## src/rtl/addr_filt_pkg.sv

```systemverilog
package addr_filt_pkg;
  localparam int ADDR_BYTES = 6;
  localparam int ADDR_W     = 8 * ADDR_BYTES;
  localparam int IDX_W      = $clog2(ADDR_BYTES);
  localparam int CNT_W      = $clog2(ADDR_BYTES + 1);
  localparam int CRC_W      = 32;

  // Strobes from control to datapath
  typedef struct packed {
    logic             take;   // byte accepted this cycle
    logic             first;  // byte is byte 0: restart CRC
    logic             last;   // byte completes the address
    logic [IDX_W-1:0] idx;    // byte position
  } filt_strobe_t;

  // One CRC bit step, reflected input, polynomial given without its low term
  function automatic logic [CRC_W-1:0] crcBit(input logic [CRC_W-1:0] c,
                                              input logic d,
                                              input logic [CRC_W-1:0] polyNoLsb);
    logic fb;
    logic [CRC_W-1:0] n;
    fb = c[CRC_W-1] ^ d;
    n  = {c[CRC_W-2:0], 1'b0};
    if (fb) n = (n ^ polyNoLsb) | {{(CRC_W-1){1'b0}}, 1'b1};
    return n;
  endfunction
endpackage

```

## src/rtl/addr_filt_ctrl.sv

```systemverilog
module addr_filt_ctrl
  import addr_filt_pkg::*;
(
  input  logic         clk,
  input  logic         rstN,
  input  logic         startStb,
  input  logic         byteValid,
  output filt_strobe_t strb
);
  logic [CNT_W-1:0] byteCnt;  // bytes taken so far; ADDR_BYTES means idle
  logic             inFrame;
  logic [IDX_W-1:0] curIdx;
  logic             takeNow;

  assign inFrame = (byteCnt != CNT_W'(ADDR_BYTES));
  assign curIdx  = startStb ? '0 : byteCnt[IDX_W-1:0];
  assign takeNow = byteValid & (startStb | inFrame);

  always_comb begin
    strb.take  = takeNow;
    strb.first = byteValid & startStb;
    strb.idx   = curIdx;
    strb.last  = takeNow && (curIdx == IDX_W'(ADDR_BYTES - 1));
  end

  always_ff @(posedge clk) begin
    if (!rstN) byteCnt <= CNT_W'(ADDR_BYTES);
    else if (takeNow) byteCnt <= CNT_W'(curIdx) + CNT_W'(1);
  end
endmodule

```

## src/rtl/addr_filt_dpath.sv

```systemverilog
module addr_filt_dpath
  import addr_filt_pkg::*;
#(
  parameter int             WORD_W   = 32,
  parameter logic [CRC_W-1:0] POLY_NL = 32'h04C11DB6
)(
  input  logic              clk,
  input  logic              rstN,
  input  filt_strobe_t      strb,
  input  logic [7:0]        byteData,
  input  logic [3:0]        cfgMode,
  input  logic              swapMode,
  input  logic [ADDR_W-1:0] stationAddr,
  input  logic [WORD_W-1:0] hashWordLo,
  input  logic [WORD_W-1:0] hashWordHi,
  output logic              decideValid,
  output logic              acceptOut,
  output logic              isBcast,
  output logic              isPhysMatch,
  output logic              isHashHit
);
  localparam int TBL_W  = 2 * WORD_W;
  localparam int HIDX_W = $clog2(TBL_W);
  localparam int NBW    = WORD_W / 8;

  logic [CRC_W-1:0]  crcReg, crcNext;
  logic [ADDR_W-1:0] addrReg, addrFull;
  logic [WORD_W-1:0] loSw, hiSw;
  logic [TBL_W-1:0]  hashTable;
  logic [HIDX_W-1:0] hashIdx;
  logic              bcNow, physNow, mcNow, hitNow, accNow;

  // Byte reversal of both table words
  for (genvar b = 0; b < NBW; b++) begin : g_swab
    assign loSw[8*b +: 8] = hashWordLo[8*(NBW-1-b) +: 8];
    assign hiSw[8*b +: 8] = hashWordHi[8*(NBW-1-b) +: 8];
  end
  assign hashTable = swapMode ? {loSw, hiSw} : {hashWordHi, hashWordLo};

  // Current byte merged into the captured address
  for (genvar k = 0; k < ADDR_BYTES; k++) begin : g_addr
    assign addrFull[8*k +: 8] = (strb.idx == IDX_W'(k)) ? byteData : addrReg[8*k +: 8];
  end

  // Eight CRC steps per byte, LSB first
  always_comb begin
    logic [CRC_W-1:0] c;
    c = strb.first ? '1 : crcReg;
    for (int i = 0; i < 8; i++) c = crcBit(c, byteData[i], POLY_NL);
    crcNext = c;
  end

  always_comb begin
    hashIdx = crcNext[CRC_W-1 -: HIDX_W];
    bcNow   = &addrFull;
    physNow = (addrFull == stationAddr);
    mcNow   = addrFull[0];
    hitNow  = mcNow & ~bcNow & hashTable[hashIdx];
    accNow  = cfgMode[0] | (cfgMode[1] & physNow) |
              (cfgMode[2] & hitNow) | (cfgMode[3] & bcNow);
  end

  always_ff @(posedge clk) begin
    if (!rstN) begin
      crcReg  <= '1;
      addrReg <= '0;
    end else if (strb.take) begin
      crcReg <= crcNext;
      addrReg[8*strb.idx +: 8] <= byteData;
    end
  end

  always_ff @(posedge clk) begin
    if (!rstN) begin
      decideValid <= 1'b0;
      acceptOut   <= 1'b0;
      isBcast     <= 1'b0;
      isPhysMatch <= 1'b0;
      isHashHit   <= 1'b0;
    end else begin
      decideValid <= strb.last;
      if (strb.last) begin
        acceptOut   <= accNow;
        isBcast     <= bcNow;
        isPhysMatch <= physNow;
        isHashHit   <= hitNow;
      end
    end
  end
endmodule

```

## src/rtl/mcast_addr_filter.sv

```systemverilog
module mcast_addr_filter
  import addr_filt_pkg::*;
#(
  parameter int WORD_W = 32
)(
  input  logic              clk,
  input  logic              rstN,
  input  logic              startStb,
  input  logic              byteValid,
  input  logic [7:0]        byteData,
  input  logic [3:0]        cfgMode,
  input  logic              swapMode,
  input  logic [47:0]       stationAddr,
  input  logic [WORD_W-1:0] hashWordLo,
  input  logic [WORD_W-1:0] hashWordHi,
  output logic              decideValid,
  output logic              acceptOut,
  output logic              isBcast,
  output logic              isPhysMatch,
  output logic              isHashHit
);
  filt_strobe_t strb;

  addr_filt_ctrl u_ctrl (
    .clk(clk), .rstN(rstN), .startStb(startStb), .byteValid(byteValid), .strb(strb)
  );

  addr_filt_dpath #(.WORD_W(WORD_W)) u_dp (
    .clk(clk), .rstN(rstN), .strb(strb), .byteData(byteData), .cfgMode(cfgMode),
    .swapMode(swapMode), .stationAddr(stationAddr), .hashWordLo(hashWordLo),
    .hashWordHi(hashWordHi), .decideValid(decideValid), .acceptOut(acceptOut),
    .isBcast(isBcast), .isPhysMatch(isPhysMatch), .isHashHit(isHashHit)
  );
endmodule

```

## config.mk

```make
export PLATFORM = sky130hd
export DESIGN_NAME = mcast_addr_filter
export DESIGN_NICKNAME = d
export VERILOG_FILES = /design/src/rtl/addr_filt_pkg.sv /design/src/rtl/addr_filt_ctrl.sv /design/src/rtl/addr_filt_dpath.sv /design/src/rtl/mcast_addr_filter.sv
export SDC_FILE = /design/constraint.sdc
export NUM_CORES = 1
export LEC_CHECK = 0
export CAP_MARGIN = 20
export CELL_PAD_IN_SITES_DETAIL_PLACEMENT = 1
export CELL_PAD_IN_SITES_GLOBAL_PLACEMENT = 1
export CORE_ASPECT_RATIO = 0.5
export CORE_MARGIN = 2
export CORE_UTILIZATION = 37
export CTS_BUF_LIST = sky130_fd_sc_hd__clkbuf_2
export DETAILED_ROUTE_END_ITERATION = 7
export PLACE_DENSITY = 0.84
export SLEW_MARGIN = 20
export SYNTH_ARGS = -nofsm -noshare
export SYNTH_HDL_FRONTEND = slang
export SYNTH_SLANG_ARGS = --single-unit
```

## constraint.sdc

```tcl
create_clock -name clk -period 3.5 [get_ports clk]
set_clock_uncertainty 0.2 [all_clocks]
set_input_delay 0.525 -clock clk [delete_from_list [all_inputs] [get_ports clk]]
set_output_delay 0.525 -clock clk [all_outputs]
set_load 0.01 [all_outputs]
```

After elaboration in Yosys (flattened, before gate mapping)

Index checks and enable logic that the tools add are counted.

Flip-flop bits (word level): 88
Latch bits: 0
Memory bits (writable): 0
Memory bits (read-only): 0
Input port bits: 129
Output and inout port bits: 5
Memories: 0

$add $sub $neg: 2
Multipliers: 0
Div/mod/pow operators: 0
Magnitude comparators: 1
Equality and inequality tests: 7
Shifts and indexed selects: 2
Multiplexer cells: 20
Bitwise gates (word level): 28
Reductions and logical operators: 3

Operators with widths:

| operator                                                    | count |
|---|---|
| two-way mux 27 bit                                          | 8 |
| NOT 13 bit                                                  | 8 |
| two-way mux 64 bit                                          | 1 |
| bitwise mux 48 bit                                          | 1 |
| == test 48 bit                                              | 1 |
| two-way mux 8 bit                                           | 6 |
| AND reduction 48 bit                                        | 1 |
| variable shift 8 x 34 -> 48 bit (first input constant)      | 1 |
| variable part select 8 x 34 -> 48 bit                       | 1 |
| negation 6 -> 34 bit                                        | 1 |
| two-way mux 32 bit                                          | 1 |
| bitwise XOR 1 bit                                           | 8 |
| bitwise AND 1 bit                                           | 7 |
| less-than comparator 6 x 7 -> 1 bit (second input constant) | 1 |
| binary-select mux 1 bit (select 6 bit)                      | 1 |
| == test 3 x 2 -> 1 bit (second input constant)              | 2 |
| == test 3 bit (second input constant)                       | 2 |
| bitwise OR 1 bit                                            | 4 |
| adder 3 x 1 -> 3 bit (second input constant)                | 1 |
| == test 3 x 1 -> 1 bit (second input constant)              | 1 |
| logical NOT 3 bit                                           | 1 |
| two-way mux 3 bit                                           | 1 |
| inequality test 3 bit (second input constant)               | 1 |
| logical AND 1 bit                                           | 1 |
| other kinds (2)                                             | 2 |

Depth between registers and ports, before layout

Gate-level depths: netlist of run 1.

Word-level depth: 24
Depth in mapped cells: 16
Depth with buffers taken out: 15

Modules after synthesis

A second synthesis of run 1 with hierarchy kept.

Cells, all modules: 931
Area total of the unflattened synthesis: 7374.6 µm²

Modules (own cells, without submodules):

| module          | times used | cells each | area an instance (µm²) | sequential area each (µm²) |
|---|---|---|---|---|
| addr_filt_dpath | 1          | 906        | 7163.1                 | 1701.6 |
| addr_filt_ctrl  | 1          | 25         | 211.5                  | 60.1 |

Least setup slack after synthesis of run 1

No wires, ideal clock.

Kind: input to register
Start point: input port startStb
End point: register u_dp.addrReg[18]
Library setup time: 0.117 ns
Arrival time: 3.062 ns
Required time: 3.183 ns
Setup slack: 0.121 ns
Stages: 11
Buffers on the path: 2
Path through: nor2_1 > inv_1 > ha_1 > ha_1 > clkbuf_1 > buf_1 > nor2_1 > nand3_1 > nor3_2 > mux2i_1 > nor2b_1

Cells in the longest elaborated chain, start to end: 4
Elaborated cells on any way between the ends: 7
Classes of those cells: 1 x add/sub; 2 x shift; 2 x mux; 2 x bitwise

Ends and longest elaborated chain:

| what                                                                                            | RTL line               | source |
|---|---|---|
| from (decl)                                                                                     | mcast_addr_filter.sv:8 | `input logic startStb,` |
| two-way mux 3 bit                                                                               | addr_filt_ctrl.sv:16   | `assign curIdx = startStb ? '0 : byteCnt[IDX_W-1:0];` |
| negation 6 -> 34 bit                                                                            | addr_filt_dpath.sv:69  | `addrReg[8*strb.idx +: 8] <= byteData;` |
| variable part select 8 x 34 -> 48 bit / variable shift 8 x 34 -> 48 bit (equally long branches) | addr_filt_dpath.sv:69  |  |
| bitwise mux 48 bit                                                                              | addr_filt_dpath.sv:69  |  |
| to (signal, indexed assignment)                                                                 | addr_filt_dpath.sv:69  |  |
| to (decl)                                                                                       | addr_filt_dpath.sv:27  | `logic [ADDR_W-1:0] addrReg, addrFull;` |

Parallel ways exist; a longest one is shown, timed or not.
A chain may end at the register's enable or synchronous reset.

Worst setup path after layout of run 1

Start point: input port byteValid
End point: register u_dp.isHashHit

Cells in the longest elaborated chain, start to end: 16
Elaborated cells on any way between the ends: 31
Classes of those cells: 11 x mux; 19 x bitwise; 1 x reduce/logical

Ends and longest elaborated chain:

| what                                    | RTL line               | source |
|---|---|---|
| from (decl)                             | mcast_addr_filter.sv:9 | `input logic byteValid,` |
| bitwise AND 1 bit                       | addr_filt_ctrl.sv:21   | `strb.first = byteValid & startStb;` |
| two-way mux 32 bit                      | addr_filt_dpath.sv:48  | `c = strb.first ? '1 : crcReg;` |
| two-way mux 27 bit (3 in series)        | addr_filt_pkg.sv:24    | `if (fb) n = (n ^ polyNoLsb) \| {{(CRC_W-1){1'b0}}, 1'b1};` |
| NOT 13 bit (no source line)             | n/a                    |  |
| two-way mux 27 bit                      | addr_filt_pkg.sv:24    |  |
| NOT 13 bit (no source line)             | n/a                    |  |
| two-way mux 27 bit (3 in series)        | addr_filt_pkg.sv:24    |  |
| NOT 13 bit (no source line)             | n/a                    |  |
| two-way mux 27 bit                      | addr_filt_pkg.sv:24    |  |
| binary-select mux 1 bit (select 6 bit)  | addr_filt_dpath.sv:58  | `hitNow = mcNow & ~bcNow & hashTable[hashIdx];` |
| two-way mux 1 bit (implied by the code) | addr_filt_dpath.sv:58  |  |
| bitwise AND 1 bit                       | addr_filt_dpath.sv:58  |  |
| to (signal assigned)                    | addr_filt_dpath.sv:86  | `isHashHit <= hitNow;` |
| to (decl)                               | addr_filt_dpath.sv:20  | `output logic isHashHit` |

Parallel ways exist; a longest one is shown, timed or not. The select of a mux whose other input is x is not followed.

==> results of run 1 <==
[power by group through the flow]
stage | clock, mW | sequential (mW) | combinational [mW]
finish | 0.464 | 1.17 | 3.27
global route | 0.513 | 1.18 | 3.52
CTS | 0.479 | 1.17 | 3.24
global placement | 0 | 1.18 | 3.10
detailed placement | 0 | 1.19 | 3.23
floorplan | 0 | 1.16 | 2.19
[synthesized netlist by cell type (18+ instances only)]
library cell / count
a21boi_0: 18
clkbuf_1: 31
dfxtp_1: 88
mux2i_1: 103
nand2_1: 84
nand3_1: 33
nor2_1: 44
nor2b_1: 39
o211ai_1: 31
xnor2_1: 78
xor2_1: 48
[metal layers]
metal  vias to the layer above  routed length, µm  part of all wire (%)  track usage, %
met2                       145              11700                    50            43.6
met1                      3324              10400                    44            28.1
met4                         0                512                   2.2            7.18
li1                       3176                  -                     -               -
met5                         -                  0                     0               0
met3                        34                873                   3.7            3.86
[state kept, by name (all words and copies together), names as in the netlist]
signal / flops
u_ctrl.byteCnt: 3
u_dp.acceptOut: 1
u_dp.addrReg: 48
u_dp.crcReg: 32
u_dp.decideValid: 1
u_dp.isBcast: 1
u_dp.isHashHit: 1
u_dp.isPhysMatch: 1
[worst max-delay path, cell delays in order]
cell	delay (ns)
clkdlybuf4s50_1	0.45
buf_4	0.16
and2_1	0.21
buf_4	0.17
nor2_1	0.18
xnor2_1	0.15
xnor2_1	0.59
buf_4	0.23
nand2_1	0.05
a311oi_1	0.27
a211oi_1	0.12
o311ai_1	0.11
and4_2	0.34
o21ai_1	0.08
[final timing paths]
path,end,depth (start not counted),start
setup / recovery,u_dp.isHashHit,14,byteValid
hold / removal,u_dp.addrReg[34],2,u_dp.addrReg[34]
setup reg to reg,u_dp.isHashHit,12,u_dp.crcReg[24]
hold reg to reg,u_dp.addrReg[34],2,u_dp.addrReg[34]
[kinds of logic after synthesis]
group / after synthesis
adders and majority gates: 7
muxes: 127
buffers and inverters: 71
xor gates and xnor gates: 138
and+or+nand+nor: 261
DFF: 88
AOI/OAI and AO/OA: 101
[layout make-up]
cell class / count / share of cell area [%]
Timing Repair Buffer: 239 / 23.4
Inverter: 10 / 0.396
Sequential cell: 88 / 18.6
Multi-Input combinational cell: 634 / 53.3
Clock buffer: 10 / 0.529
Tap cell: 259 / 3.42
Antenna cell: 1 / 0.0264
Clock inverter: 6 / 0.383
[metrics by stage]
step	hold slack [ns]	setup TNS, ns
detailed placement	0.262	-2.15
finish	0.284	0
CTS	0.259	0
global route	0.292	-0.0206
global placement	0.252	-1.42
floorplan	0.236	0
[cells in the final DEF (no fill, tap or decap), drive strengths merged, types with 3 or more instances in the layout]
cell,instances
clkdlybuf4s50,131
buf,107
mux2i,103
xnor2,89
dfxtp,88
nand2,84
xor2,48
nor2,44
nor2b,39
nand3,33
o211ai,31
mux4,21
a21boi,18
o21ai,16
nor4,16
nand4,15
a21oi,10
clkbuf,10
inv,10
and2,9
nor3,8
ha,7
a311oi,6
nand2b,6
a211oi,4
clkinv,4
or3,3
mux2,3
o311ai,3
[repair_timing]
item | 4_1_cts | 5_1_grt
endpoints found under the hold margin | 0 | 0
setup endpoints to repair | 0 | 3
resized for setup | 0 | 10
hold buffers | 0 | 0
setup buffers | 0 | 1
==> metrics.cfg, run 1 <==
[timing]
hold_viol_final=0
slew_violations=0
timing.final.ws_setup_ns=0.166
relSlewSlack_pct=41.6
fmax_ghz=0.300
period_minus_slack_ns=3.33
worst-slew-pin-transition_ns=0.876
period_share_pct=95.3
finalSetupViolCount=0

[clocking]
cts_tree=built
clk_pin_slew_ns=0.24
ctsHtreeMaxLevel=3
clkLatencyLatePin_ns=0.58
cts-root-buf=clkbuf_2
max-clock-path-buffers=2
clock-sinks=88
numCtsBuffers=9

[critical_path]
crit_type=primary input to flop
regToRegSetupSlack_ns=0.18
crit_path_start_kind=primary input
worstPathMaxFanout=7
critical_path_arrival_ns=3.64
required_ns=3.80
critPathCaptureType=flop

[placed_design]
placedCellCount=1229
place_congestion=0.853
port_buffers=133
place_area_um2=9340
dpl_worst_slack_ns=-0.584
dpl.hpwl_um=18400

[pwr]
p_clk_share_pct=9.5
total_power_mw=4.90
share_comb_of_total_power_pct=66.6
worst_ir_drop_vdd_mv=0.315
power_frac_seq_pct=23.9
cellLeakagePower_nw=3.42
intPower_mw=2.87
switching_share_pct=41.5
p_sw_mw=2.03
pwr_density_cell_nw_per_um2=518

[synthesis]
synth_cell_types=57
synth-edff-count=0
synth_top_area_share_pct=24.8
yosysTopAreaCell=dfxtp_1
synthesis.nets=929
ys_ff_latch=88
synthFlopType=dfxtp_1
async_flop_share_pct=0
seq_area_frac_synth_pct=24.8
syn-cell-area_um2=7100
synth_compound_area_share_pct=10.1
synth_mux_area_share_pct=22.0
synthXorXnorAreaFrac_pct=19.0
synth_area_leaders=dfxtp_1 25%, mux2i_1 15%, xnor2_1 9.6%
synth-adder-area-share_pct=1.23
synth_top_family_by_area=multiplexers
synthCells=793
avgSynthCellArea_um2=8.95
synthSimpleGateAreaFrac_pct=18.0
synth_warnings=0

[cells_and_area]
multiInputGateArea_um2=5040
drive_above_1_share_pct=16.4
stdcell_area_um2=9470
area.sequential_um2=1760
syn2layout_area_growth_pct=33.4
fillerInstances=2173
final_util_pct=50.9
stdcell_count=1247
final_net_count=1118

[floorplanning]
die_h_um=102
die_w_um=200
io_pins=134
core.rowCount=35
coreArea_um2=18600
dieArea_um2=20400
start_util_pct=38.1

[global_route]
grt_pass1_vias=7291
grt_max_degree=66
grt.overflow.total=0
grtUsageTotal_pct=23.5
grt_antenna_before_repair=1
grt_pass1_wl_um=37500

[detailed_routing]
drc=0
avgRoutedWirePerCell_um=18.8
vias=6679
totalWireLength_um=23500
viasPerCell=5.36
dr.pass1.iters=4
antenna_left=0
drtIter0Drc=272

[job]
max-cap-violations=0

[status]
status=completed

[worst_hold_path]
hp-class=flop to flop

(Power assumes the default switching activity.)
==> inputs of run 2 (changes only) <==
- CORE_UTILIZATION: 37 -> 40
- PLACE_DENSITY: 0.84 -> 0.87
- SETUP_SLACK_MARGIN: not set -> 0.2
- SYNTH_HIERARCHICAL: not set -> 1
- clock period: 3.5 -> 3.53 ns (I/O delays scaled with it)
==> run 2 against run 1 <==
Effect of this change: critical path depth grew 2; cell count grew 12%; non-clock buffer count grew 42; die area shrank 3.8%; sequential cell count is the same; largest power group unchanged; the flow now finishes with violations (negative setup slack); count of clock-buffer cells in the layout is the same; worst hold slack lost 0.17 ns; register-to-register slack lost 0.42 ns; routed wire length grew 56%; sequential power grew 6%.
==> metrics.cfg, run 2 <==
[status]
status=finished with violations  ; was completed
violations=negative setup slack

[cells_and_area]
final_cell_mix=160 x nand2_1, 136 x buf_4, 131 x clkdlybuf4s50_1, 109 x xnor2_1, 95 x mux2i_1  ; was 131 x clkdlybuf4s50_1, 100 x mux2i_1, 99 x buf_4, 87 x dfxtp_1, 84 x nand2_1
top_regs=u_dp/addrReg (48), u_dp/crcReg (32), u_ctrl/byteCnt (3)  ; was u_dp.addrReg (48), u_dp.crcReg (32), u_ctrl.byteCnt (3)
final_util_pct=56.2  ; was 50.9%
final_net_count=1286  ; was 1118
drive_above_1_share_pct=20.3  ; was 16.4%
syn2layout_area_growth_pct=38.8  ; was 33.4%
fillerInstances=2198  ; was 2173
largest_reg_flops=48  ; unchanged
layout_commonest_cell=nand2_1  ; was clkdlybuf4s50_1
diodes=0  ; was 1
regMostFlops=u_dp/addrReg  ; was u_dp.addrReg

[pwr]
p_clk_share_pct=9.7  ; was 9.5%
power_frac_seq_pct=20.8  ; was 23.9%
cellLeakagePower_nw=3.82  ; was 3.42 nW
share_comb_of_total_power_pct=69.5  ; was 66.6%
switching_share_pct=45.8  ; was 41.5%
intPower_mw=3.22  ; was 2.87 mW
p_sw_mw=2.72  ; was 2.03 mW
total_power_mw=5.94  ; was 4.90 mW
worst_ir_drop_vdd_mv=0.244  ; was 0.315 mV
pwr_density_cell_nw_per_um2=580  ; was 518 nW/µm²

[floorplanning]
start_util_pct=40.5  ; was 38.1%
core.rowCount=35  ; unchanged
io_pins=134  ; unchanged
die_w_um=196  ; was 200 µm
die_h_um=100  ; was 102 µm
coreArea_um2=18200  ; was 18600 µm²
dieArea_um2=19600  ; was 20400 µm²

[worst_hold_path]
hold_start=rstN  ; was u_dp.addrReg[34]
hp-class=primary input to flop  ; was flop to flop

[timing]
hold_viol_final=0  ; unchanged
finalSetupViolCount=3  ; was 0
holdWs_ns=0.117  ; was 0.284 ns
period_share_pct=107
fmax_ghz=0.265
worst-slew-pin-transition_ns=0.720  ; was 0.876 ns
relSlewSlack_pct=52.0  ; was 41.6%
rsz0062_at_grt=true
period_minus_slack_ns=3.77
timing.final.ws_setup_ns=-0.245  ; was 0.166 ns
slew_violations=0  ; unchanged
setup_tns_ns=-0.554  ; was 0 ns

[global_route]
global_route.usage.met2_pct=59.3  ; was 43.6%
use_met1_pct=35.3  ; was 28.1%
grtUsageTotal_pct=32.0  ; was 23.5%
grt_max_degree=61  ; was 66
grt_pass1_wl_um=48900  ; was 37500 µm
grt_antenna_before_repair=0  ; was 1
top_usage_layer=met2  ; unchanged
grt_pass1_vias=8927  ; was 7291
grt.overflow.total=0  ; unchanged
met3_usage_pct=6.35  ; was 3.86%

[clocking]
clock-sinks=88  ; unchanged
ctsHtreeMaxLevel=3  ; unchanged
cts-root-buf=clkbuf_2  ; unchanged
cts_tree=built  ; unchanged
holdBufCountCts=0  ; unchanged
clk_pin_slew_ns=0.33  ; was 0.24 ns
clkLatencyLatePin_ns=0.66  ; was 0.58 ns
max-clock-path-buffers=2  ; unchanged
numCtsBuffers=9  ; unchanged

[critical_path]
worstPathMaxFanout=7  ; unchanged
critical_path_arrival_ns=4.15  ; was 3.64 ns
cp-startpoint=u_ctrl/byteCnt[0]  ; was byteValid
critPathCaptureType=flop  ; unchanged
crit_type=flop to flop  ; was primary input to flop
path_cells=nor2b_4, buf_12, ha_4, nor2b_1, buf_4, buf_4, o22ai_1, nor4_1, nand4_1, or4_4, nor4_4, buf_4, a221oi_2, nand2_1, o211ai_1, o21ai_2  ; was clkdlybuf4s50_1, buf_4, and2_1, buf_4, nor2_1, xnor2_1, xnor2_1, buf_4, nand2_1, a311oi_1, a211oi_1, o311ai_1, and4_2, o21ai_1
crit_top_cell=buf_4  ; unchanged
slowest_delay_ns=0.49  ; was 0.59 ns
regToRegStartpoint=u_ctrl/byteCnt[0]  ; was u_dp.crcReg[24]
required_ns=3.91  ; was 3.80 ns
crit_slowest_cell=or4_4  ; was xnor2_1
regToRegSetupSlack_ns=-0.24  ; was 0.18 ns
crit_path_start_kind=flop  ; was primary input

[synthesis]
synth_compound_area_share_pct=13.0  ; was 10.1%
async_flop_share_pct=0  ; unchanged
ys_ff_latch=88  ; unchanged
yosysTopAreaCell=dfxtp_1  ; unchanged
synth_warnings=6  ; was 0
syn-cell-area_um2=7370  ; was 7100 µm²
seq_area_frac_synth_pct=23.9  ; was 24.8%
synth_top_area_share_pct=23.9  ; was 24.8%
synth_area_leaders=dfxtp_1 24%, mux2i_1 13%, xnor2_1 13%  ; was dfxtp_1 25%, mux2i_1 15%, xnor2_1 9.6%
synth-adder-area-share_pct=1.36  ; was 1.23%
synth_top_family_by_area=simple AND/OR/NAND/NOR gates  ; was multiplexers
synth-edff-count=0  ; unchanged
synthXorXnorAreaFrac_pct=17.6  ; was 19.0%
synth_common_cells=160 x nand2_1, 112 x xnor2_1, 98 x mux2i_1  ; was 103 x mux2i_1, 88 x dfxtp_1, 84 x nand2_1
synthSimpleGateAreaFrac_pct=23.0  ; was 18.0%
avgSynthCellArea_um2=7.92  ; was 8.95 µm²
yosysMostFrequentCell=nand2_1  ; was mux2i_1
synth_cell_types=67  ; was 57
synthFlopType=dfxtp_1  ; unchanged
synth_mux_area_share_pct=15.7  ; was 22.0%
synthesis.nets=1068  ; was 929
synthCells=931  ; was 793

[detailed_routing]
dr.pass1.iters=6  ; was 4
drtIter0Drc=737  ; was 272
vias=8629  ; was 6679
drc=0  ; unchanged
avgRoutedWirePerCell_um=26.2  ; was 18.8 µm
antenna_left=0  ; unchanged
viasPerCell=6.19  ; was 5.36
totalWireLength_um=36500  ; was 23500 µm

[placed_design]
dpl_worst_slack_ns=-0.965  ; was -0.584 ns
place_congestion=0.896  ; was 0.853
port_buffers=133  ; unchanged
dpl.hpwl_um=21400  ; was 18400 µm

[job]
max-cap-violations=0  ; unchanged

-- run 2: critical path: cells and delay by family, from the launching register on --
family | cells | cell delay, ns
AO/OA/AOI/OAI | 4 | 0.44
adder cells (fa/ha/maj) | 1 | 0.19
buffers and inverters | 4 | 0.67
flip-flops | 1 | 0.41
AND/OR/NAND/NOR | 7 | 1.77
-- run 2: layout make-up --
type | count | area, µm² | share of cell area (%)
tap | 240 | 300 | 2.93
inverter | 10 | 37.5 | 0.367
multi-input combinational | 759 | 5510 | 53.8
sequential | 88 | 1770 | 17.3
clock inverter | 6 | 60.1 | 0.587
timing repair buffer | 281 | 2510 | 24.5
clock buffer | 10 | 50.0 | 0.489
-- run 2: logic make-up after synthesis --
kind of cell,Yosys count
flip-flops,88
buffers and inverters,84
multiplexers,109
AO/OA/AOI/OAI,147
AND/OR/NAND/NOR,358
XOR/XNOR,137
adder cells (fa/ha/maj),8
-- run 2: what timing repair did --
item / in CTS / in global routing
setup endpoints to repair: 4 / 4
setup buffers: 19 / 10
hold endpoints to repair: 0 / 0
resized for setup: 42 / 30
pin swaps: 9 / 12
-- run 2: metrics by stage --
| step | instance area (µm²) | std cells |
|---|---|---|
| floorplan | 7400 | 931 |
| global placement | 9600 | 1349 |
| detailed placement | 9600 | 1349 |
| CTS | 10000 | 1384 |
| global route | 10200 | 1394 |
| finish | 10200 | 1394 |
-- run 2: path summary, 6_finish.rpt --
path	endpoint	cells past startpoint
setup reg to reg	u_dp/acceptOut	16
hold reg to reg	u_dp/addrReg[13]	2
hold / removal	u_dp/crcReg[10]	2
setup / recovery	u_dp/acceptOut	16
-- run 2: per-layer routing --
metal  part of all wire [%]  vias up  wire [µm]
li1                       -     3649          -
met1                     37     4146      13600
met2                     47      594      17200
met3                    8.1      240       2960
met4                    7.6        0       2770
met5                      0        -          0
-- run 2: power by group through the flow --
stage          sequential [mW]  clock, mW  combinational (mW)
2_1_floorplan             1.19          0                2.52
3_3_place_gp              1.22          0                3.54
3_5_place_dp              1.23          0                3.70
4_1_cts                   1.21      0.554                3.79
5_1_grt                   1.24      0.598                4.35
6_report                  1.24      0.573                4.13
==> inputs of run 3 (changes only) <==
- HOLD_SLACK_MARGIN: not set -> 0.1
==> results of run 3 <==
Same layout as run 2: the final DEF is identical, and so are final timing and power.
